### config.mk
export PLATFORM = sky130hd
export DESIGN_NAME = can_rxbuf_status
export DESIGN_NICKNAME = d
export VERILOG_FILES = /design/src/rtl/can_rxbuf_pkg.sv /design/src/rtl/rxb_copy_timer.sv /design/src/rtl/rxb_state_fsm.sv /design/src/rtl/rxb_read_port.sv /design/src/rtl/can_rxbuf_status.sv
export SDC_FILE = /design/constraint.sdc
export NUM_CORES = 1
export LEC_CHECK = 0
export BUFFER_PORTS_ARGS = -buffer_cell sky130_fd_sc_hd__buf_2
export CORE_AREA = 2 2 39 41
export DETAILED_ROUTE_END_ITERATION = 16
export DIE_AREA = 0 0 41 43
export GPL_ROUTABILITY_DRIVEN = 0
export PLACE_DENSITY_LB_ADDON = 0.08
export SETUP_SLACK_MARGIN = 0.1
export SYNTH_ARGS = -nofsm -noshare
export SYNTH_HDL_FRONTEND = slang
export SYNTH_HIERARCHICAL = 1
export SYNTH_SLANG_ARGS = --single-unit
### constraint.sdc
create_clock -name clk -period 6.28 [get_ports clk]
set_clock_uncertainty 0.05 [all_clocks]
set_input_delay 0 -clock clk [delete_from_list [all_inputs] [get_ports clk]]
set_output_delay 0 -clock clk [all_outputs]
set_load 0.05 [all_outputs]
### src/rtl/can_rxbuf_pkg.sv
package can_rxbuf_pkg;

  typedef enum logic [1:0] {
    RXB_OFF   = 2'b00,
    RXB_EMPTY = 2'b01,
    RXB_FULL  = 2'b10,
    RXB_OVR   = 2'b11
  } rxb_state_e;

  // Status code: direction (0 for receive), state, busy
  function automatic logic [3:0] rxb_code(rxb_state_e s, logic bsy);
    return {1'b0, s, bsy};
  endfunction

  function automatic logic rxb_can_take(rxb_state_e s, logic lck);
    return !lck && (s == RXB_EMPTY || s == RXB_FULL);
  endfunction

  function automatic rxb_state_e rxb_after_store(rxb_state_e s);
    return (s == RXB_EMPTY) ? RXB_FULL : RXB_OVR;
  endfunction

endpackage

### src/rtl/rxb_copy_timer.sv
module rxb_copy_timer #(
  parameter int LEN_W = 4
) (
  input  logic             clk,
  input  logic             rst_n,
  input  logic             start,
  input  logic [LEN_W-1:0] len,
  output logic             busy,
  output logic             done
);
  localparam logic [LEN_W-1:0] ONE = LEN_W'(1);

  logic [LEN_W-1:0] cnt;

  assign busy = (cnt != '0);
  assign done = (cnt == ONE);

  always_ff @(posedge clk) begin
    if (!rst_n)
      cnt <= '0;
    else if (start)
      cnt <= (len == '0) ? ONE : len;
    else if (busy)
      cnt <= cnt - ONE;
  end
endmodule

### src/rtl/rxb_state_fsm.sv
module rxb_state_fsm
  import can_rxbuf_pkg::*;
(
  input  logic       clk,
  input  logic       rst_n,
  input  logic       acc_stb,
  input  logic       arm_stb,
  input  logic       rel_stb,
  input  logic       off_stb,
  input  logic       lock_en,
  input  logic       busy,
  input  logic       done,
  output rxb_state_e state,
  output logic       locked,
  output logic       start
);
  logic idle;
  logic holds_frame;

  assign idle        = !busy;
  assign holds_frame = (state == RXB_FULL) || (state == RXB_OVR);
  assign start       = idle && acc_stb && !off_stb && !rel_stb &&
                       rxb_can_take(state, locked);

  always_ff @(posedge clk) begin
    if (!rst_n) begin
      state  <= RXB_OFF;
      locked <= 1'b0;
    end else if (done) begin
      state <= rxb_after_store(state);
      if (lock_en) locked <= 1'b1;
    end else if (idle) begin
      if (off_stb) begin
        state  <= RXB_OFF;
        locked <= 1'b0;
      end else if (rel_stb && holds_frame) begin
        state  <= RXB_EMPTY;
        locked <= 1'b0;
      end else if (arm_stb && state == RXB_OFF) begin
        state <= RXB_EMPTY;
      end
    end
  end
endmodule

### src/rtl/rxb_read_port.sv
module rxb_read_port
  import can_rxbuf_pkg::*;
(
  input  logic       clk,
  input  logic       rst_n,
  input  logic       rd_stb,
  input  rxb_state_e state,
  output logic [3:0] rd_data
);
  always_ff @(posedge clk) begin
    if (!rst_n)
      rd_data <= 4'b0000;
    else if (rd_stb)
      rd_data <= rxb_code(state, 1'b0);
  end
endmodule

### src/rtl/can_rxbuf_status.sv
module can_rxbuf_status
  import can_rxbuf_pkg::*;
#(
  parameter int LEN_W = 4
) (
  input  logic             clk,
  input  logic             rst_n,
  input  logic             lock_en,
  input  logic [LEN_W-1:0] copy_len,
  input  logic             arm_stb,
  input  logic             off_stb,
  input  logic             acc_stb,
  input  logic             rel_stb,
  input  logic             rd_stb,
  output logic [3:0]       status,
  output logic             busy,
  output logic             overrun,
  output logic             locked,
  output logic [3:0]       rd_data
);
  rxb_state_e state;
  logic       store_start;
  logic       store_done;

  rxb_copy_timer #(.LEN_W(LEN_W)) i_timer (
    .clk   (clk),
    .rst_n (rst_n),
    .start (store_start),
    .len   (copy_len),
    .busy  (busy),
    .done  (store_done)
  );

  rxb_state_fsm i_fsm (
    .clk     (clk),
    .rst_n   (rst_n),
    .acc_stb (acc_stb),
    .arm_stb (arm_stb),
    .rel_stb (rel_stb),
    .off_stb (off_stb),
    .lock_en (lock_en),
    .busy    (busy),
    .done    (store_done),
    .state   (state),
    .locked  (locked),
    .start   (store_start)
  );

  rxb_read_port i_rd (
    .clk     (clk),
    .rst_n   (rst_n),
    .rd_stb  (rd_stb),
    .state   (state),
    .rd_data (rd_data)
  );

  assign status  = rxb_code(state, busy);
  assign overrun = (state == RXB_OVR);
endmodule

---- Word-level counts from Yosys, hierarchy flattened ----
Cells that the tools add are included.
Widths: inputs -> output; s select.
storage, ports and cells
  bits in registers ....................... 9
  bits in read-only memories .............. 0
  latch bits .............................. 0
  output and inout port bits .............. 11
  memories kept ........................... 0
  input bits .............................. 12
  memory bits (writable) .................. 0
cells by class
  order comparisons ....................... 0
  div/mod/pow operators ................... 0
  add/sub/neg operators ................... 1
  reduce and logical (&&, ||, !) cells .... 21
  multiply operators ...................... 0
  bitwise gates (word level) .............. 0
  multiplexer cells ....................... 14
  equal/unequal tests ..................... 6
  shifts and indexed selects .............. 0
operators by type and width
  cell                 number
  $mux 4               3
  $mux 2               5
  $reduce_bool 4->1    2
  $logic_and 1x1->1    7
  $mux 1               6
  $eq 2x2->1 const B   2
  $eq 4x1->1 const B   1
  $logic_not 1->1      4
  $logic_not 4->1      1
  $ne 2x2->1 const B   2
  $sub 4x1->4 const B  1
  $reduce_and 3->1     1
  $reduce_bool 3->1    1
  $eq 2x1->1 const B   1
  $logic_not 2->1      1
  $logic_or 1x1->1     2
  $reduce_and 2->1     1
  $reduce_bool 2->1    1

---- Logic depth before layout (Yosys ltp) ----
Gate-level depths: netlist of run 1.
  depth after elaboration ................. 7
  depth in mapped cells ................... 9

---- Cells and area by module ----
Netlist of run 1, hierarchy kept.
by module, submodules not included
  module            instances  sequential area each (um^2)  cells an instance  area an instance (um^2)
  rxb_copy_timer    1          80.1                         28                 266.5
  rxb_state_fsm     1          60.1                         26                 227.7
  rxb_read_port     1          40.0                         9                  91.3
  can_rxbuf_status  1          0.0                          4                  25.0

---- Worst setup path before layout of run 1 ----
No wires, ideal clock.
  path kind ............................... register -> register
  start ................................... register i_timer.cnt[0]
  end ..................................... register i_timer.cnt[0]
  stages on the path, launching flop included .. 9
  path buffers ............................ 0
  library setup time ...................... 116 ps
  data required time ...................... 6114 ps
  setup slack ............................. 3793 ps
  clock period less this slack ............ 2487 ps
  data arrival time ....................... 2320 ps
  cell sequence ........................... dfxtp_1 > inv_1 > ha_1 > nor3b_4 > inv_1 > or4b_1 > nor3b_2 > o311ai_0 > o211a_1
between the ends
  longest elaborated chain between the ends .. 7
RTL lines
  what                                         RTL line                RTL
  from (decl)                                  rxb_copy_timer.sv:13    logic [LEN_W-1:0] cnt;
  from (signal assigned)                       rxb_copy_timer.sv:22    cnt <= (len == '0) ? ONE : len;
  from (signal assigned)                       rxb_copy_timer.sv:24    cnt <= cnt - ONE;
  $reduce_bool 4->1 *                          rxb_copy_timer.sv:15    assign busy = (cnt != '0);
  net busy                                     can_rxbuf_status.sv:16  output logic busy,
  $logic_not 1->1 *                            rxb_state_fsm.sv:20     assign idle = !busy;
  $logic_and 1x1->1 * (4 in series)            rxb_state_fsm.sv:22     assign start = idle && acc_stb && !off_stb && !rel_stb &&
  net store_start                              can_rxbuf_status.sv:22  logic store_start;
  $mux 4 or $reduce_bool 2->1 (tied branches)  -
Mark *: on every way through the listed nets, which the timed path passes. The rest lies on a longest branch. The select of a mux whose other input is x is not followed.
A chain may end at the register's enable or synchronous reset.

---- Final worst setup path of run 1 ----
  start ................................... register i_timer.cnt[1]
  end ..................................... register i_timer.cnt[0]
between the ends
  longest elaborated chain between the ends .. 7
RTL lines
  what                                         RTL line
  $reduce_bool 4->1 *                          rxb_copy_timer.sv:15
  $logic_not 1->1 *                            rxb_state_fsm.sv:20
  $logic_and 1x1->1 * (4 in series)            rxb_state_fsm.sv:22
  net store_start                              can_rxbuf_status.sv:22
  $mux 4 or $reduce_bool 2->1 (tied branches)  -
Mark *: on every way through the listed nets, which the timed path passes. The rest lies on a longest branch.

==> results of run 1 <==
==> cell type report <==
type / count / area [sq um]
Fill cell: 136 / 628
Multi-Input combinational cell: 48 / 378
Sequential cell: 9 / 180
Timing Repair Buffer: 22 / 125
Clock buffer: 4 / 26.3
Inverter: 7 / 26.3
Tap cell: 16 / 20.0
==> cells by family (layout without fill, tap and decap cells) <==
| logic type | after synthesis | in the layout | synth area share (%) |
|---|---|---|---|
| and+or+nand+nor | 22 | 22 | 23.6 |
| buffers and inverters | 11 | 33 | 9.22 |
| DFF | 9 | 9 | 29.5 |
| AOI/OAI and AO/OA | 8 | 8 | 9.43 |
| adders and majority gates | 7 | 7 | 14.3 |
| muxes | 5 | 5 | 8.40 |
| xor gates and xnor gates | 3 | 3 | 4.30 |
| other | 2 | 3 | 1.23 |
==> registers in the layout, summed over array words and instances, names as in the netlist <==
register	count
i_timer/cnt	4
i_fsm/state	2
i_fsm/locked	1
i_rd/rd_data	2
==> worst max-delay path, stage by stage (launching register included) <==
cell and delay (ns):
dfxtp_1 0.31, inv_1 0.10, ha_1 0.16, nor3b_4 0.28
inv_1 0.14, or4b_1 0.55, nor3b_2 0.37, o311ai_0 0.21
o211a_1 0.16
==> synth_stat cells, drive strengths merged <==
master	n	area, sq um
buf	4	30.0
o211a	1	10.0
mux2i	4	40.0
nand3	2	10.0
a21oi	1	5.00
nor4	1	6.26
dfxtp	9	180
ha	7	87.6
nor3b	4	46.3
nand2b	1	6.26
nor2	1	3.75
nand2	5	18.8
nor2b	2	12.5
and2	2	12.5
conb	2	7.51
mux2	1	11.3
nand3b	1	7.51
nor3	2	10.0
o311ai	2	17.5
o21ai	2	10.0
xnor2	3	26.3
inv	7	26.3
or4b	1	10.0
o31ai	2	15.0
==> routing by layer <==
layer  GRT usage [%]  vias up  part of all wire [%]
met5               0        -                     0
met4            12.0        0                   1.5
met3            4.71        2                   5.4
met2            23.4       16                    48
met1            19.3      233                    45
li1                -      266                     -
==> worst paths after layout <==
kind	end	start	depth (start not counted)	slack [ns]
worst max-delay path	i_timer/cnt[0]	i_timer/cnt[1]	8	3.85
worst min-delay path	i_fsm/locked	lock_en	3	0.009
worst max register to register	i_timer/cnt[0]	i_timer/cnt[1]	8	3.85
worst min register to register	i_rd/rd_data[2]	i_rd/rd_data[2]	2	0.46
==> per-stage QoR <==
stage	setup WS, ns	hold slack (ns)	cells	power, mW	utilization [%]
floorplan	3.79	0.0627	68	0.302	-
global placement	3.91	0.210	99	0.340	50.5
detailed placement	3.83	0.220	99	0.338	50.5
CTS	3.83	0.00167	106	0.390	54.6
global route	3.60	0.0161	106	0.418	54.6
finish	3.85	0.00886	106	0.385	54.6
==> where the power goes <==
part | switching [mW] | internal [mW] | leakage (nW)
Clock | 0.0220 | 0.0246 | 0.0150
Combinational | 0.147 | 0.0895 | 0.264
Sequential | 0.0242 | 0.0776 | 0.0740
==> what timing repair did <==
| action | 4_1_cts | 5_1_grt |
|---|---|---|
| hold endpoints to repair | 4 | 0 |
| buffers inserted | 0 | 0 |
| hold buffers | 3 | 0 |
==> flow_metrics.env, run 1 <==
export IMPL_drv_cap=0
export IMPL_drtIter0Drc=9
export IMPL_io_buffers=19
export IMPL_yosysUniqueCellTypes=27
export IMPL_final_common_cell="buf_2"
export IMPL_nNetsFinal=110
export IMPL_clk_pin_slew_ns=0.06
export IMPL_cts_sinks=9
export IMPL_drive_gt1_share_pct=27.8
export IMPL_cts_buffers=3
export IMPL_cts_tree="built"
export IMPL_first_pass_iters=3
export IMPL_finalSetupTns_ns=0
export IMPL_critPathKind="reg -> reg"
export IMPL_ioPinCount=23
export IMPL_syn_cell_area_sq_um=611
export IMPL_crit_arrival_ns=2.55
export IMPL_die_area_sq_um=1760
export IMPL_dp_hpwl_microns=845
export IMPL_diodes=0
export IMPL_route_detailed_drc=0
export IMPL_grt_ovfl_total=0
export IMPL_routedWlPerCell_microns=10.5
export IMPL_wl_microns=1120
export IMPL_crit_fanout=7
export IMPL_grt_pass1_vias=452
export IMPL_grt_pass1_wl_microns=1860
export IMPL_required_ns=6.39
export IMPL_min_period_over_period_pct=38.8
export IMPL_cts_buffer_depth=2
export IMPL_slew_viol_final=0
export IMPL_die_h_microns=43
export IMPL_die_w_microns=41
export IMPL_initial_core_util_pct=44.1
export IMPL_cts_root_buf="clkbuf_4"
export IMPL_max_freq_mhz=411
export IMPL_grtUsageTotal_pct=16.3
export IMPL_core_area_sq_um=1380
export IMPL_worst_slew_pin_slew_ns=0.699
export IMPL_synth_seq_cells=9
export IMPL_final_cell_mix="buf_2, dfxtp_1, inv_1, ha_1, nand2_1"
export IMPL_peakVddDrop_uv=309
export IMPL_num_vias=517
export IMPL_hold_viol=0
export IMPL_p_per_area_nw_per_um2=509
export IMPL_avgViaCountPerCell=4.88
export IMPL_post_cts_resized=0
export IMPL_finalCriticalPeriod_ns=2.43
export IMPL_setup_viol=0
export IMPL_worstSetupStartpointType="flop"
export IMPL_place_area_sq_um=699
export IMPL_rows=14
export IMPL_cts_max_level=1
export IMPL_yosysSeqAreaShare_pct=29.5
export IMPL_stdcell_area_sq_um=756
export IMPL_relSlewSlack_pct=53.3
export IMPL_synth_cells=67
export IMPL_outcome="finished, final reports clean"
export IMPL_yosys_warnings=6
export IMPL_areaGrowthSynthToFinish_pct=23.8
export IMPL_insertion_delay_ns=0.27
export IMPL_endpoint_kind="flop"
export IMPL_rsz0062_at_grt="false"
export IMPL_antenna_found_initial=0
export IMPL_drtAntennaViolNets=0
export IMPL_grt_max_degree=13
export IMPL_syn_area_per_cell_sq_um=9.11
export IMPL_hp_class="in -> reg"
export IMPL_power_leakage_nw=0.353
Note: power is estimated with default switching activity, not from simulation.
==> inputs of run 2 (changes only) <==
--- a/config.mk
+++ b/config.mk
@@ -5,10 +5,11 @@
 export SDC_FILE = /design/constraint.sdc
 export NUM_CORES = 1
 export LEC_CHECK = 0
+export ABC_AREA = 1
 export BUFFER_PORTS_ARGS = -buffer_cell sky130_fd_sc_hd__buf_2
-export CORE_AREA = 2 2 39 41
+export CORE_MARGIN = 2
+export CORE_UTILIZATION = 47
 export DETAILED_ROUTE_END_ITERATION = 16
-export DIE_AREA = 0 0 41 43
 export GPL_ROUTABILITY_DRIVEN = 0
 export PLACE_DENSITY_LB_ADDON = 0.08
 export SETUP_SLACK_MARGIN = 0.1
==> constraint.sdc (replaced) <==
create_clock -name clk -period 2.4 [get_ports clk]
set_clock_uncertainty 0.05 [all_clocks]
set_input_delay 0 -clock clk [delete_from_list [all_inputs] [get_ports clk]]
set_output_delay 0 -clock clk [all_outputs]
set_load 0.05 [all_outputs]
==> run 2 against run 1 <==
Fmax rose by 32%. Design area rose by 11%. Clock power up 150%. Largest cell class unchanged. Largest power group unchanged.
==> flow_metrics.env, run 2 <==
export IMPL_die_area_sq_um=1740
export IMPL_synth_compound_area_share_pct=9.94
export IMPL_cts_tree="built"
export IMPL_routedWlPerCell_microns=9.51
export IMPL_synth_top_area_share_pct=27.0
export IMPL_yosys_warnings=6
export IMPL_postCtsSetupBuffers=0
export IMPL_r2r_end="i_timer/cnt[3]"
export IMPL_critPathKind="reg -> reg"
export IMPL_yosysSeqAreaShare_pct=27.0
export IMPL_final_common_cell="nand2_1"
export IMPL_avgViaCountPerCell=4.60
export IMPL_synth_simple_area_share_pct=35.1
export IMPL_grt_ovfl_total=0
export IMPL_outcome="finished, final reports clean"
export IMPL_finalCriticalPeriod_ns=1.85
export IMPL_syn_cell_area_sq_um=667
export IMPL_synth_commonest_cells="nand2_1, inv_1, nor2_1"
export IMPL_ys_top_cells_by_area="dfxtp_1, nand2_1, ha_1, inv_1, nor2_1"
export IMPL_p_per_area_nw_per_um2=1240
export IMPL_top_regs="i_timer/cnt: 4 flops, i_fsm/state: 2 flops, i_rd/rd_data: 2 flops"
export IMPL_cp_cell_sequence="inv_1, ha_1, nand2_1, nor4_1, buf_4, inv_2, or2_0, nand3_1, nor2_1"
export IMPL_insertion_delay_ns=0.26
export IMPL_synth_most_common_cell="nand2_1"
export IMPL_cp_slowest_cell="dfxtp_1"
export IMPL_hold_viol=0
export IMPL_first_pass_iters=4
export IMPL_worstSetupStartpointType="flop"
export IMPL_crit_fanout=7
export IMPL_antenna_found_initial=0
export IMPL_synth_xor_area_share_pct=1.31
export IMPL_route_detailed_drc=0
export IMPL_r2r_slack_ns=0.55
export IMPL_grt_max_degree=9
export IMPL_finalSetupTns_ns=0
export IMPL_hold_slack_ns=0.0295
export IMPL_num_vias=635
export IMPL_drive_gt1_share_pct=26.0
export IMPL_cts_sinks=9
export IMPL_nNetsFinal=143
export IMPL_die_w_microns=41.7
export IMPL_critPathTopFamily="simple AND/OR/NAND/NOR gates"
export IMPL_crit_arrival_ns=1.95
export IMPL_drtAntennaViolNets=0
export IMPL_dp_hpwl_microns=999
export IMPL_top_register="i_timer/cnt"
export IMPL_synthAdderAreaFrac_pct=13.1
export IMPL_min_period_over_period_pct=77.0
export IMPL_core_area_sq_um=1320
export IMPL_power_frac_comb_pct=63.9
export IMPL_switching_share_pct=54.4
export IMPL_synth_edf_count=0
export IMPL_cell_internal_pwr_uw=472
export IMPL_largest_reg_flops=4
export IMPL_grt_pass1_wl_microns=2370
export IMPL_synth_seq_cells=9
export IMPL_slew_viol_final=0
export IMPL_r2r_cells=9
export IMPL_cts_buffer_depth=2
export IMPL_areaGrowthSynthToFinish_pct=25.7
export IMPL_required_ns=2.51
export IMPL_ioPinCount=23
export IMPL_synth_cells=97
export IMPL_synth_largest_area_cell="dfxtp_1"
export IMPL_rows=13
export IMPL_pwr_share_clk_pct=11.2
export IMPL_synthArstFlopShare_pct=0
export IMPL_yosysUniqueCellTypes=23
export IMPL_hp_class="in -> reg"
export IMPL_die_h_microns=41.7
export IMPL_clk_pin_slew_ns=0.06
export IMPL_worst_hold_path_num_cells=5
export IMPL_min_to="i_timer/cnt[0]"
export IMPL_muxShareOfSynthArea_pct=0
export IMPL_peakVddDrop_uv=580
export IMPL_endpoint_kind="flop"
export IMPL_cts_buffers=3
export IMPL_drtIter0Drc=18
export IMPL_grtUsageTotal_pct=16.9
export IMPL_setup_viol=0
export IMPL_min_delay_start="copy_len[0]"
export IMPL_seqPwrFrac_pct=24.9
export IMPL_grt_pass1_vias=597
export IMPL_path_buf_inv=3
export IMPL_syn_area_per_cell_sq_um=6.88
export IMPL_final_cell_mix="nand2_1, buf_2, inv_1, nor2_1, dfxtp_1"
export IMPL_r2r_start="i_timer/cnt[0]"
export IMPL_io_buffers=19
export IMPL_critPathMaxStageDelay_ns=0.33
export IMPL_cts_max_level=1
export IMPL_diodes=0
export IMPL_wl_microns=1310
export IMPL_synth_top_family_by_area="simple AND/OR/NAND/NOR gates"
export IMPL_p_switching_uw=563
export IMPL_cts_root_buf="clkbuf_4"
export IMPL_rsz0062_at_grt="false"
export IMPL_drv_cap=0
export IMPL_initial_core_util_pct=50.6
export IMPL_synthFlopType="dfxtp_1"
export IMPL_max_freq_mhz=541
export IMPL_power_leakage_nw=0.452
-- run 2: cell count changes in the layout (fill, tap and decap cells not counted), sizes merged, moves of 3 or more --
cell,delta
mux2i,-4
nor2,+13
xnor2,-3
a21oi,+5
nand3,+5
nor3b,-3
nand2,+21
inv,+7
-- run 2: worst max path at each step --
| stage | startpoint | endpoint | slack, ns | cells past startpoint |
|---|---|---|---|---|
| 3_3_place_gp | i_fsm/state[0] | i_timer/cnt[3] | 0.60 | 9 |
| 6_report | i_timer/cnt[0] | i_timer/cnt[3] | 0.55 | 9 |
| 5_1_grt | i_fsm/state[0] | i_timer/cnt[3] | 0.38 | 9 |
| 3_5_place_dp | i_fsm/state[0] | i_timer/cnt[3] | 0.56 | 9 |
| 4_1_cts | i_fsm/state[0] | i_timer/cnt[3] | 0.54 | 9 |
| 2_1_floorplan | i_fsm/state[0] | i_timer/cnt[3] | 0.14 | 8 |
-- run 2: kinds of logic after synthesis --
logic type	after synthesis
AOI/OAI and AO/OA	9
buffers and inverters	18
adders and majority gates	7
and+or+nand+nor	51
xor gates and xnor gates	1
other	2
DFF	9
-- run 2: power groups by stage --
stage | Combinational, mW | Clock (mW) | Sequential, mW
6_report | 0.661 | 0.116 | 0.258
5_1_grt | 0.739 | 0.123 | 0.267
4_1_cts | 0.666 | 0.119 | 0.258
3_5_place_dp | 0.654 | 0 | 0.262
3_3_place_gp | 0.659 | 0 | 0.259
2_1_floorplan | 0.465 | 0 | 0.337
-- run 2: final cells by class --
type / instances / area [sq um]
fill: 115 / 479
inverter: 14 / 52.6
timing repair buffer: 25 / 153
sequential: 9 / 180
tap: 15 / 18.8
multi-input combinational: 71 / 408
clock buffer: 4 / 26.3
-- run 2: routing by layer --
metal | part of all wire (%) | GRT usage [%] | wire [microns] | up-vias
li1 | - | - | - | 343
met1 | 46 | 22.7 | 607 | 268
met2 | 47 | 27.5 | 619 | 24
met3 | 6.5 | 3.91 | 86 | 0
met4 | 0 | 3.87 | 0 | 0
met5 | 0 | 0 | 0 | -
-- run 2: worst reg2reg max path: stages, from the launching register on --
cell,delay (ns)
dfxtp_1,0.33
inv_1,0.13
ha_1,0.23
nand2_1,0.13
nor4_1,0.29
buf_4,0.17
inv_2,0.07
or2_0,0.20
nand3_1,0.10
nor2_1,0.05
-- run 2: stage by stage --
step	setup WS [ns]	utilization, %	cells	power, mW	area [sq um]
floorplan	0.137	-	98	0.802	671
global placement	0.603	57.8	129	0.918	762
detailed placement	0.559	57.8	129	0.916	762
CTS	0.542	63.6	138	1.04	838
global route	0.380	63.6	138	1.13	838
finish	0.553	63.6	138	1.04	838
-- run 2: timing repair --
item                       4_1_cts  5_1_grt
setup endpoints to repair        0        0
hold endpoints to repair         5        0
resized for setup                0        0
hold buffers                     5        0
==> inputs of run 3 (changes only) <==
--- a/config.mk
+++ b/config.mk
@@ -8,7 +8,7 @@
 export ABC_AREA = 1
 export BUFFER_PORTS_ARGS = -buffer_cell sky130_fd_sc_hd__buf_2
 export CORE_MARGIN = 2
-export CORE_UTILIZATION = 47
+export CORE_UTILIZATION = 43
 export DETAILED_ROUTE_END_ITERATION = 16
 export GPL_ROUTABILITY_DRIVEN = 0
 export PLACE_DENSITY_LB_ADDON = 0.08
==> constraint.sdc (replaced) <==
create_clock -name clk -period 1.53 [get_ports clk]
set_clock_uncertainty 0.05 [all_clocks]
set_input_delay 0 -clock clk [delete_from_list [all_inputs] [get_ports clk]]
set_output_delay 0 -clock clk [all_outputs]
set_load 0.05 [all_outputs]
==> run 3 against run 2 <==
The flow now finishes with violations (negative setup slack). Critical path type unchanged. Clock-buffer cell count down 1. First-iteration DRC count down 67%. Largest power group unchanged. Design area up 29%.
==> flow_metrics.env, run 3 (synthesis results as in run 2) <==
export IMPL_outcome="finished, violations left"
export IMPL_failed_checks="negative setup slack"
export IMPL_seqCellArea_sq_um=190
export IMPL_largest_reg_flops=4
export IMPL_drive_gt1_share_pct=50.4
export IMPL_critPathMostFrequentCell="nand2_1"
export IMPL_setup_viol=4
export IMPL_finalCriticalPeriod_ns=1.63
export IMPL_slew_viol_final=0
export IMPL_rows=14
export IMPL_ioPinCount=23
export IMPL_avgViaCountPerCell=4.57
export IMPL_num_vias=699
export IMPL_min_period_over_period_pct=106
export IMPL_initial_core_util_pct=45.3
export IMPL_grtUsageTotal_pct=20.3
export IMPL_peakVddDrop_uv=1040
export IMPL_first_pass_iters=4
export IMPL_max_freq_mhz=615
export IMPL_final_cell_mix="nand2_1, buf_2, buf_4, nor2_1, inv_1"
export IMPL_top_regs="i_timer/cnt: 4 flops, i_fsm/state: 2 flops, i_rd/rd_data: 2 flops"
export IMPL_endpoint_kind="flop"
export IMPL_wl_microns=1700
export IMPL_crit_fanout=3
export IMPL_io_buffers=19
export IMPL_route_detailed_drc=0
export IMPL_worst_path_stages=10
export IMPL_cts_tree="built"
export IMPL_worst_hold_path_num_cells=5
export IMPL_cts_buffers=3
export IMPL_drtAntennaViolNets=0
export IMPL_finalSetupTns_ns=-0.276
export IMPL_cts_buffer_depth=2
export IMPL_areaGrowthSynthToFinish_pct=62.3
export IMPL_diodes=0
export IMPL_drtIter0Drc=6
export IMPL_die_h_microns=43.4
export IMPL_grt_pass1_wl_microns=2840
export IMPL_r2r_slack_ns=-0.1
export IMPL_cts_root_buf="clkbuf_4"
export IMPL_critPathMaxStageDelay_ns=0.36
export IMPL_required_ns=1.64
export IMPL_drv_cap=0
export IMPL_power_leakage_nw=0.541
export IMPL_core_area_sq_um=1470
export IMPL_cts_max_level=1
export IMPL_critPathKind="reg -> reg"
export IMPL_cp_cell_sequence="inv_4, ha_4, nand2_4, nor4_4, buf_4, nor2_2, a21oi_2, nand2_1, nand2_1, nor2_1"
export IMPL_path_buf_inv=2
export IMPL_grt_pass1_vias=685
export IMPL_antenna_found_initial=0
export IMPL_p_per_area_nw_per_um2=2080
export IMPL_clk_pin_slew_ns=0.07
export IMPL_stdcell_area_sq_um=1080
export IMPL_critPathTopFamily="simple AND/OR/NAND/NOR gates"
export IMPL_hold_slack_ns=0.0361
export IMPL_die_w_microns=43.4
export IMPL_rsz0062_at_grt="true"
export IMPL_grt_max_degree=9
export IMPL_dp_hpwl_microns=1240
export IMPL_top_register="i_timer/cnt"
export IMPL_place_area_sq_um=932
export IMPL_setup_ws_ns=-0.0954
export IMPL_multi_input_area_sq_um=522
export IMPL_insertion_delay_ns=0.27
export IMPL_die_area_sq_um=1880
export IMPL_power_mw=2.26
export IMPL_cp_slowest_cell="dfxtp_4"
export IMPL_final_common_cell="nand2_1"
export IMPL_cts_sinks=9
export IMPL_hold_viol=0
export IMPL_crit_arrival_ns=1.73
export IMPL_fill_cells=121
export IMPL_worstSetupStartpointType="flop"
export IMPL_routedWlPerCell_microns=11.1
export IMPL_hp_class="in -> reg"
export IMPL_r2r_cells=10
export IMPL_grt_ovfl_total=0
export IMPL_nNetsFinal=157
run 3: cell count changes in the layout (fill, tap and decap cells not counted), moves of 2 or more:
cell,before,now
nand2_2,1,4
buf_6,0,2
buf_4,1,13
a21oi_1,5,2
inv_4,0,2
a21oi_2,1,4
nand2_1,25,20
dfxtp_1,9,5
ha_1,7,4
dfxtp_2,0,2
inv_1,13,9
inv_2,1,3
ha_4,0,3
dfxtp_4,0,2
run 3: path summary, 6_finish.rpt:
kind | endpoint | from
max | i_timer/cnt[1] | i_fsm/state[1]
min | i_timer/cnt[0] | copy_len[0]
max reg2reg | i_timer/cnt[1] | i_fsm/state[1]
min reg2reg | i_rd/rd_data[1] | i_rd/rd_data[1]
run 3: what timing repair did:
item                       CTS  global route
buffers inserted             1             0
hold buffers                 5             0
gates resized for setup     13             6
hold endpoints to repair     7             0
setup endpoints to repair    7             8
pin swaps                    7            11
run 3: power breakdown:
| group | switching, mW | leakage [nW] | internal, mW | total (mW) |
|---|---|---|---|---|
| clock network | 0.0957 | 0.0177 | 0.0967 | 0.192 |
| registers | 0.0663 | 0.0761 | 0.333 | 0.399 |
| logic | 0.983 | 0.447 | 0.681 | 1.66 |
| total | 1.14 | 0.541 | 1.11 | 2.26 |
run 3: layer usage:
metal,part of all wire [%],GRT usage (%),up-vias
met5,0,0,-
li1,-,-,374
met1,47,25.2,307
met2,48,34.0,18
met3,5.2,7.50,0
met4,0,3.64,0
run 3: metrics by stage:
stage / utilization [%] / setup WS (ns) / cells
2_1_floorplan: - / -0.158 / 98
3_3_place_gp: 63.4 / -0.0462 / 143
3_5_place_dp: 63.4 / -0.0886 / 143
4_1_cts: 72.4 / -0.0670 / 153
5_1_grt: 73.6 / -0.181 / 153
6_report: 73.6 / -0.0954 / 153
run 3: area by class of cell:
| class | instances | area share [%] |
|---|---|---|
| multi-input cells | 71 | 48.2 |
| repair buffers | 39 | 24.5 |
| clock inverters | 1 | 0.462 |
| clock buffers | 3 | 2.08 |
| flip-flops and latches | 9 | 17.6 |
| inverters | 14 | 5.32 |
| well taps | 16 | 1.85 |
run 3: worst reg2reg max path, stage by stage (launching register included):
cell     delay (ns)
dfxtp_4        0.36
inv_4          0.04
ha_4           0.26
nand2_4        0.04
nor4_4         0.29
buf_4          0.18
nor2_2         0.04
a21oi_2        0.09
nand2_1        0.06
nand2_1        0.06
nor2_1         0.05
